==> config.mk <==
export PLATFORM = sky130hd
export DESIGN_NAME = hb_vsync_gen
export DESIGN_NICKNAME = d
export VERILOG_FILES = /design/src/rtl/hbvs_pkg.sv /design/src/rtl/hbvs_ctrl.sv /design/src/rtl/hbvs_timer.sv /design/src/rtl/hbvs_datapath.sv /design/src/rtl/hb_vsync_gen.sv
export SDC_FILE = /design/constraint.sdc
export NUM_CORES = 1
export LEC_CHECK = 0
export BUFFER_PORTS_ARGS = -buffer_cell sky130_fd_sc_hd__buf_2
export CAP_MARGIN = 40
export CORE_MARGIN = 8
export CORE_UTILIZATION = 60
export CTS_CLUSTER_SIZE = 24
export DETAILED_ROUTE_END_ITERATION = 8
export PLACE_DENSITY = 0.82
export RECOVER_POWER = 25
export SLEW_MARGIN = 20
export SYNTH_ARGS = -nofsm -noshare
export SYNTH_HDL_FRONTEND = slang
export SYNTH_HIERARCHICAL = 1
export SYNTH_SLANG_ARGS = --single-unit
==> constraint.sdc <==
create_clock -name clk -period 6.1 [get_ports clk]
set_input_delay 1.22 -clock clk [delete_from_list [all_inputs] [get_ports clk]]
set_output_delay 1.22 -clock clk [all_outputs]
set_load 0.01 [all_outputs]
==> src/rtl/hbvs_pkg.sv <==
package hbvs_pkg;
  localparam int NUM_TMR    = 5;
  localparam int NUM_OUT    = 5;
  localparam int DATA_W     = 32;
  localparam int ADDR_W     = 5;
  localparam int LOAD_W     = 16;
  localparam int CODE_W     = 4;
  localparam int PRESCALE   = 16;
  localparam int SUB_CTL    = 0;
  localparam int SUB_CTL2   = 1;
  localparam int SUB_LOAD   = 2;
  localparam int SEL_ADDR   = NUM_TMR * 4;
  localparam int FIELD_ADDR = SEL_ADDR + 1;
  localparam int BIT_CLR    = 0;
  localparam int BIT_WD_EN  = 0;
  localparam int BIT_HB_EN  = 8;
  localparam logic [CODE_W-1:0] CODE_TE = CODE_W'(NUM_TMR);

  typedef struct packed {
    logic               tick;
    logic [NUM_TMR-1:0] clr;
  } hbvsStrobes_t;

  typedef struct packed {
    logic              wdEn;
    logic              hbEn;
    logic [LOAD_W-1:0] load;
  } tmrCfg_t;

  // Field position of each output's code; downstream decode depends on it.
  function automatic int fieldOffset(input int idx);
    case (idx)
      0:       return 12;
      1:       return 8;
      2:       return 4;
      3:       return 19;
      default: return 24;
    endcase
  endfunction
endpackage

==> src/rtl/hbvs_ctrl.sv <==
module hbvs_ctrl
  import hbvs_pkg::*;
#(
  parameter int PRESCALE_DIV = PRESCALE
) (
  input  logic                          clk,
  input  logic                          rstN,
  input  logic                          regWr,
  input  logic [ADDR_W-1:0]             regAddr,
  input  logic [DATA_W-1:0]             regWrData,
  output logic [DATA_W-1:0]             regRdData,
  output hbvsStrobes_t                  strobes,
  output tmrCfg_t [NUM_TMR-1:0]         tmrCfg,
  output logic [NUM_OUT-1:0][CODE_W-1:0] selCode
);
  localparam int PS_W = (PRESCALE_DIV > 1) ? $clog2(PRESCALE_DIV) : 1;

  logic [PS_W-1:0] psCnt;
  logic            tickNow;
  logic            selWrite;
  logic            fieldWrite;
  logic            unusedWrBits;

  assign unusedWrBits = ^{regWrData[31:28], regWrData[23], regWrData[18:16], regWrData[3]};

  // Tick prescaler
  assign tickNow = (psCnt == PS_W'(PRESCALE_DIV - 1));

  always_ff @(posedge clk or negedge rstN) begin
    if (!rstN) psCnt <= '0;
    else if (tickNow) psCnt <= '0;
    else psCnt <= psCnt + 1'b1;
  end

  assign strobes.tick = tickNow;
  assign selWrite     = regWr && (regAddr == ADDR_W'(SEL_ADDR));
  assign fieldWrite   = regWr && (regAddr == ADDR_W'(FIELD_ADDR));

  // Per-timer configuration registers and clear strobes
  for (genvar i = 0; i < NUM_TMR; i++) begin : g_tmrRegs
    logic wrCtl, wrCtl2, wrLoad;
    assign wrCtl  = regWr && (regAddr == ADDR_W'(i * 4 + SUB_CTL));
    assign wrCtl2 = regWr && (regAddr == ADDR_W'(i * 4 + SUB_CTL2));
    assign wrLoad = regWr && (regAddr == ADDR_W'(i * 4 + SUB_LOAD));

    assign strobes.clr[i] = wrCtl && regWrData[BIT_CLR];

    always_ff @(posedge clk or negedge rstN) begin
      if (!rstN) begin
        tmrCfg[i] <= '0;
      end else begin
        if (wrCtl2) begin
          tmrCfg[i].wdEn <= regWrData[BIT_WD_EN];
          tmrCfg[i].hbEn <= regWrData[BIT_HB_EN];
        end
        if (wrLoad) tmrCfg[i].load <= regWrData[LOAD_W-1:0];
      end
    end
  end

  // Per-output source codes
  for (genvar k = 0; k < NUM_OUT; k++) begin : g_selRegs
    localparam int OFF = fieldOffset(k);

    always_ff @(posedge clk or negedge rstN) begin
      if (!rstN) selCode[k] <= '0;
      else if (selWrite) selCode[k] <= regWrData[OFF +: CODE_W];
      else if (fieldWrite && (regWrData[2:0] == 3'(k))) selCode[k] <= regWrData[7:4];
    end

    p_field_update_r8: assert property (@(posedge clk) disable iff (!rstN)
      (fieldWrite && (regWrData[2:0] != 3'(k))) |=> $stable(selCode[k]));
  end

  // Readback
  always_comb begin
    regRdData = '0;
    for (int i = 0; i < NUM_TMR; i++) begin
      if (regAddr == ADDR_W'(i * 4 + SUB_CTL2)) begin
        regRdData[BIT_WD_EN] = tmrCfg[i].wdEn;
        regRdData[BIT_HB_EN] = tmrCfg[i].hbEn;
      end
      if (regAddr == ADDR_W'(i * 4 + SUB_LOAD)) regRdData[LOAD_W-1:0] = tmrCfg[i].load;
    end
    if (regAddr == ADDR_W'(SEL_ADDR)) begin
      for (int k = 0; k < NUM_OUT; k++) regRdData[fieldOffset(k) +: CODE_W] = selCode[k];
    end
  end

  p_tick_single_r1: assert property (@(posedge clk) disable iff (!rstN)
    tickNow |=> !tickNow);
endmodule

==> src/rtl/hbvs_timer.sv <==
module hbvs_timer
  import hbvs_pkg::*;
#(
  parameter int CNT_W = LOAD_W
) (
  input  logic             clk,
  input  logic             rstN,
  input  logic             tick,
  input  logic             clr,
  input  logic             wdEn,
  input  logic             hbEn,
  input  logic [CNT_W-1:0] load,
  output logic             pulse
);
  logic [CNT_W-1:0] cnt;
  logic             idle;

  assign idle = !wdEn || (load == '0);

  always_ff @(posedge clk or negedge rstN) begin
    if (!rstN) begin
      cnt   <= '0;
      pulse <= 1'b0;
    end else if (clr) begin
      cnt   <= load;
      pulse <= 1'b0;
    end else if (idle) begin
      pulse <= 1'b0;
    end else if (tick) begin
      if (cnt <= CNT_W'(1)) begin
        cnt   <= load;
        pulse <= hbEn;
      end else begin
        cnt   <= cnt - 1'b1;
        pulse <= 1'b0;
      end
    end
  end

  p_hold_when_off_r4: assert property (@(posedge clk) disable iff (!rstN)
    (!clr && idle) |=> $stable(cnt));
  p_no_pulse_off_r4: assert property (@(posedge clk) disable iff (!rstN)
    idle |=> !pulse);
  p_pulse_needs_hb_r3: assert property (@(posedge clk) disable iff (!rstN)
    $rose(pulse) |-> $past(hbEn));
  p_pulse_on_tick_r1: assert property (@(posedge clk) disable iff (!rstN)
    $rose(pulse) |-> $past(tick));
  p_count_on_tick_r1: assert property (@(posedge clk) disable iff (!rstN)
    (!clr && !tick) |=> $stable(cnt));
endmodule

==> src/rtl/hbvs_datapath.sv <==
module hbvs_datapath
  import hbvs_pkg::*;
(
  input  logic                           clk,
  input  logic                           rstN,
  input  hbvsStrobes_t                   strobes,
  input  tmrCfg_t [NUM_TMR-1:0]          tmrCfg,
  input  logic [NUM_OUT-1:0][CODE_W-1:0] selCode,
  input  logic                           teIn,
  output logic [NUM_OUT-1:0]             vsyncOut
);
  logic [NUM_TMR-1:0] tmrPulse;

  for (genvar i = 0; i < NUM_TMR; i++) begin : g_tmr
    hbvs_timer #(.CNT_W(LOAD_W)) timer_i (
      .clk   (clk),
      .rstN  (rstN),
      .tick  (strobes.tick),
      .clr   (strobes.clr[i]),
      .wdEn  (tmrCfg[i].wdEn),
      .hbEn  (tmrCfg[i].hbEn),
      .load  (tmrCfg[i].load),
      .pulse (tmrPulse[i])
    );
  end

  for (genvar k = 0; k < NUM_OUT; k++) begin : g_route
    always_comb begin
      if (selCode[k] < CODE_TE) vsyncOut[k] = tmrPulse[selCode[k]];
      else if (selCode[k] == CODE_TE) vsyncOut[k] = teIn;
      else vsyncOut[k] = 1'b0;
    end

    p_undefined_low_r6: assert property (@(posedge clk) disable iff (!rstN)
      (selCode[k] > CODE_TE) |-> !vsyncOut[k]);
  end
endmodule

==> src/rtl/hb_vsync_gen.sv <==
module hb_vsync_gen
  import hbvs_pkg::*;
#(
  parameter int PRESCALE_DIV = PRESCALE
) (
  input  logic               clk,
  input  logic               rstN,
  input  logic               regWr,
  input  logic [ADDR_W-1:0]  regAddr,
  input  logic [DATA_W-1:0]  regWrData,
  output logic [DATA_W-1:0]  regRdData,
  input  logic               teIn,
  output logic [NUM_OUT-1:0] vsyncOut
);
  hbvsStrobes_t                   strobes;
  tmrCfg_t [NUM_TMR-1:0]          tmrCfg;
  logic [NUM_OUT-1:0][CODE_W-1:0] selCode;

  hbvs_ctrl #(.PRESCALE_DIV(PRESCALE_DIV)) ctrl_i (
    .clk       (clk),
    .rstN      (rstN),
    .regWr     (regWr),
    .regAddr   (regAddr),
    .regWrData (regWrData),
    .regRdData (regRdData),
    .strobes   (strobes),
    .tmrCfg    (tmrCfg),
    .selCode   (selCode)
  );

  hbvs_datapath datapath_i (
    .clk      (clk),
    .rstN     (rstN),
    .strobes  (strobes),
    .tmrCfg   (tmrCfg),
    .selCode  (selCode),
    .teIn     (teIn),
    .vsyncOut (vsyncOut)
  );
endmodule

# Word-level counts from Yosys, hierarchy flattened
# Cells that the tools add are included.
# word_totals
ff_bits,199
in_bits,41
# op_classes
add_sub_neg,11
order_cmp,15
n_eq_ne,31
shift,10
n_mux,97
n_reduce_logical,64
# op_table
cell,count
two-way mux 16 bit,25
two-way mux 32 bit,6
negator 32 -> 33 bit,5
"variable shift 4 x 33 -> 32 bit, first input constant",5
variable part select 4 x 33 -> 32 bit,5
bitwise mux 32 bit,5
"<= comparator 16 x 1 -> 1 bit, second input constant",5
logical NOT 16 bit,5
"subtractor 16 x 1 -> 16 bit, second input constant",5
two-way mux 1 bit,45
two-way mux 4 bit,11
"equality test 5 x 4 -> 1 bit, second input constant",6
logical AND 1 bit,27
"equality test 5 bit, second input constant",5
"equality test 4 x 3 -> 1 bit, second input constant",5
"less-than comparator 4 x 3 -> 1 bit, second input constant",5
"less-than comparator 4 bit, second input constant",5
nonzero test 2 bit,10
binary-select mux 1 bit (select 3 bit),5
"equality test 5 x 3 -> 1 bit, second input constant",3
nonzero test 3 bit,5
"!= test 2 bit, second input constant",5
AND reduction 2 bit,5
"equality test 3 x 2 -> 1 bit, second input constant",2
other kinds (10),18

# Longest topological paths before layout
# logic_depth
ltp_word,17
ltp_mapped,11
depth_no_buf,8

# Hierarchy
# The synthesis kept the hierarchy.
# by_module_without_submodules
module,n_inst,cells_per_inst,area_per_inst_um2
hbvs_ctrl,1,470,5555.3
hbvs_timer (datapath_i.g_tmr[0].timer_i ...),4,134,1236.2
hbvs_timer (datapath_i.g_tmr[4].timer_i),1,145,1260.0
hbvs_datapath,1,25,262.8

# Least setup slack after synthesis
# No wires, ideal clock.
# synth_path
path_type,input to output
start,input regAddr[0]
end,output regRdData[8]
arrival_ps,2508
required_time_ps,4880
path_slack_ps,2372
path_stages,7
n_path_buf,2
cell_sequence,buf_4 clkbuf_1 nand2b_1 nor4_1 a221oi_1 o21a_1 o21ai_1
# synth_via
elab_chain_cells,17
elab_cells_between_ends,27
cone_classes,11 x eq/ne; 16 x mux
# synth_rtl
element,line,text
start: declaration,hb_vsync_gen.sv:9,"input logic [ADDR_W-1:0] regAddr,"
equality test 5 x 1 -> 1 bit,hbvs_ctrl.sv:79,if (regAddr == ADDR_W'(i * 4 + SUB_CTL2)) begin
two-way mux 1 bit,hbvs_ctrl.sv:79,
two-way mux 16 bit,hbvs_ctrl.sv:83,if (regAddr == ADDR_W'(i * 4 + SUB_LOAD)) regRdData[LOAD_W-1:0] = tmrCfg[i].load;
two-way mux 1 bit,hbvs_ctrl.sv:79,
two-way mux 16 bit,hbvs_ctrl.sv:83,
two-way mux 1 bit,hbvs_ctrl.sv:79,
two-way mux 16 bit,hbvs_ctrl.sv:83,
two-way mux 1 bit,hbvs_ctrl.sv:79,
two-way mux 16 bit,hbvs_ctrl.sv:83,
two-way mux 1 bit,hbvs_ctrl.sv:79,
two-way mux 16 bit,hbvs_ctrl.sv:83,
bitwise mux 32 bit (5 in series),hbvs_ctrl.sv:86,for (int k = 0; k < NUM_OUT; k++) regRdData[fieldOffset(k) +: CODE_W] = selCode[k];
two-way mux 32 bit (*),hbvs_ctrl.sv:85,if (regAddr == ADDR_W'(SEL_ADDR)) begin
end: declaration,hb_vsync_gen.sv:11,"output logic [DATA_W-1:0] regRdData,"
# Mark *: on every way between the ends. The rest lies on a longest branch, timed or not.

# Worst setup path after layout
# layout_path
start,input regAddr[2]
end,output regRdData[7]
# layout_via
elab_chain_cells,12
elab_cells_between_ends,17
cone_classes,6 x eq/ne; 11 x mux
# layout_rtl
element,line
equality test 5 x 2 -> 1 bit,hbvs_ctrl.sv:83
two-way mux 16 bit (5 in series),hbvs_ctrl.sv:83
bitwise mux 32 bit (5 in series),hbvs_ctrl.sv:86
two-way mux 32 bit (*),hbvs_ctrl.sv:85
# Marked as above.

==> metrics.yaml <==
outcome:
  status: "complete, but fails checks"
  violations: "max-capacitance violations, max-slew violations"
critical_path:
  critPathMaxFanout: 22
  cp-start-kind: "primary input"
  r2r-start: "ctrl_i/psCnt[0]"
  crit_type: "primary input to primary output"
  path_buf_inv: 3
  cp_data_required_time_ns: 4.88
  crit_path_start: "regAddr[2]"
  cp_slowest_stage_delay_ns: 0.78
  slowest_stage: "clkbuf_1"
  r2r_cells: 8
  cp.arrival_ns: 3.81
  cp.depth: 6
  path_delay_family: "buffers and inverters"
  critPathCaptureType: "primary output"
  path_cells: "clkbuf_1 -> inv_1 -> nor4_4 -> a221oi_1 -> a21oi_1 -> buf_2"
grt:
  grt_pass1_wl_um: 54100
  track_usage_pct: 28.0
  grt_max_degree: 90
  antenna_found_initial: 1
  grt_pass1_vias: 9725
  grt.overflow.total: 0
drt:
  drtAntennaViolNets: 0
  top_layer_used: "met4"
  met2_length_um: 14900
  route.met3.wl_um: 3470
  route.detailed.drc: 0
  wl_per_cell_um: 23.1
  routed_wl_um: 34100
  vias_per_cell: 6.97
  wl_met1_um: 14500
  num_vias: 10300
  first_pass_iters: 8
  drtIter0Drc: 1272
synth:
  mappedNetlistArea_mm2: 0.0120
  synth.yosys.seq_area_share_pct: 41.4
  synth_top_area_share_pct: 41.4
  async_flop_share_pct: 100
  synth_top_family_by_area: "simple AND/OR/NAND/NOR gates"
  ys_warn_count: 6
  synthTopCellsByArea: "dfrtp_1 41%, mux2_2 9.3%, mux2i_1 4.7%"
  synth_adder_area_share_pct: 1.14
  synth_edf_count: 0
  ys.flop_type: "dfrtp_1"
  synth_top_area_cell: "dfrtp_1"
  synthMuxAreaShare_pct: 15.0
  synth_seq_cells: 199
  syn_avg_cell_area_um2: 10.2
  synthXorXnorAreaFrac_pct: 0.0728
  synth_compound_area_share_pct: 17.8
  synth_cells: 1176
  synth.distinct_cells: 77
  synth-simple-area-share_pct: 19.3
worst_hold_path:
  hp-class: "flop to flop"
  worstHoldPathCells: 1
  hold_path_startpoint: "ctrl_i/psCnt[0]"
die:
  fp-row-count: 51
  start_util_pct: 61.4
  die_y_um: 158
  ios: 78
  die_w_um: 158
  dieArea_mm2: 0.0248
  core_area_mm2: 0.0196
power:
  powerDensity_mw_per_mm2: 316
  peakVddDrop_uv: 211
  total_power_mw: 4.06
  p_leak_nw: 5.51
run:
  drv_cap: 1
timing:
  layout_min_cycle_time_ns: 5.03
  max_freq_mhz: 199
  final.setup.worst_slack_ns: 1.07
  relSlewSlack_pct: -92.8
  worst_pin_slew_ns: 2.89
  setup_violations: 0
  rsz0062_at_grt: "false"
  finalCritPeriodShare_pct: 82.4
  hold_viol: 0
  final.setup_skew_ns: 0.0110
  finalSetupTns_ns: 0
  slew_viol_final: 54
place:
  globalplace.congestion: 0.983
  numPortBuffers: 61
  dp_hpwl_um: 24200
  dpl_worst_slack_ns: 1.63
clocking:
  clockRootBuffer: "clkbuf_16"
  cts_resized: 0
  cts_max_level: 4
  cts_buffers: 17
  cts_sinks: 199
  worstSkewPairLatency_ns: 0.44
  cts.clk_slew.worst_paths_ns: 0.07
  hold_buffers: 0
  clock_path_buffers: 2
  cts_setup_buffers: 0
  cts_tree: "done"
final_layout:
  layout-drive-gt1-share_pct: 20.1
  nets: 1249
  syn_to_final_growth_pct: 6.68
  final_cell_mix: "199 x dfrtp_1, 99 x mux2_2, 95 x nor2_1"
  final_common_cell: "dfrtp_1"
[per-stage QoR]
| step | utilization, % | instances | hold slack (ns) | instance area (µm²) |
|---|---|---|---|---|
| finish | 65.5 | 1476 | 0.494 | 12800 |
| global route | 65.5 | 1476 | 0.516 | 12800 |
| CTS | 65.5 | 1474 | 0.493 | 12800 |
| detailed placement | 62.6 | 1442 | 0.482 | 12300 |
| global placement | 62.5 | 1441 | 0.470 | 12300 |
| floorplan | - | 1183 | 0.444 | 12000 |
[Yosys cell counts (5+ instances only)]
master,number
buf_4,16
o2111ai_1,5
buf_6,9
dfrtp_1,199
and2_1,19
mux2i_1,57
a211oi_1,7
nor4_4,6
inv_1,38
mux4_2,5
o41ai_4,5
nor2_1,95
a222oi_1,10
buf_2,15
clkbuf_1,26
a22oi_1,12
nand2b_1,20
nand3b_1,11
or4_4,7
o21ai_0,60
nand2_1,52
a221oi_1,14
a22o_1,8
nor3_1,40
or4_1,34
a31oi_1,14
nand4_1,6
nand3_1,23
o2bb2ai_1,32
o221ai_1,5
nor2b_1,11
o211ai_1,12
o21a_1,6
mux2_2,99
a32oi_1,5
a21oi_1,52
o21ai_1,7
nor4b_1,6
ha_1,11
nor4_1,34
and3_1,9
o22ai_1,10
[state kept, by name, summed over array words and instances, names as in the netlist]
name,count
datapath_i/g_tmr.timer_i/pulse,5
ctrl_i/tmrCfg,90
ctrl_i/psCnt,4
datapath_i/g_tmr.timer_i/cnt,80
ctrl_i/selCode,20
[worst paths after layout]
path | endpoint | slack (ns)
max | regRdData[7] | 1.07
min | ctrl_i/psCnt[0] | 0.49
max reg2reg | datapath_i/g_tmr[4].timer_i/cnt[14] | 2.51
min reg2reg | ctrl_i/psCnt[0] | 0.49
max in group asynchronous | datapath_i/g_tmr[1].timer_i/cnt[13] | 2.08
min in group asynchronous | datapath_i/g_tmr[4].timer_i/cnt[5] | 0.84
[per-layer routing]
| layer | vias up | GRT usage, % |
|---|---|---|
| met4 | 0 | 11.8 |
| met2 | 599 | 40.2 |
| li1 | 4528 | - |
| met5 | - | 0 |
| met3 | 84 | 6.96 |
| met1 | 5081 | 39.5 |
[layout make-up]
class	count	area, µm²
diodes	1	2.50
well taps	265	332
clock inverters	13	113
inverters	39	146
flip-flops and latches	199	4980
multi-input cells	872	6440
repair buffers	68	358
fillers	1522	6760
clock buffers	19	453
[cells by family (layout without fill, tap and decap cells)]
| family | count (synthesis) | in the layout |
|---|---|---|
| other | 1 | 9 |
| flip-flops | 199 | 199 |
| multiplexers | 161 | 161 |
| buffers and inverters | 112 | 139 |
| AO/OA/AOI/OAI | 293 | 293 |
| adder cells (fa/ha/maj) | 11 | 11 |
| XOR/XNOR | 1 | 1 |
| AND/OR/NAND/NOR | 398 | 398 |
[report_power, final]
part	internal (mW)	switching (mW)
registers	1.60	0.421
logic	0.429	0.501
clock network	0.557	0.546
(Power assumes the default switching activity.)
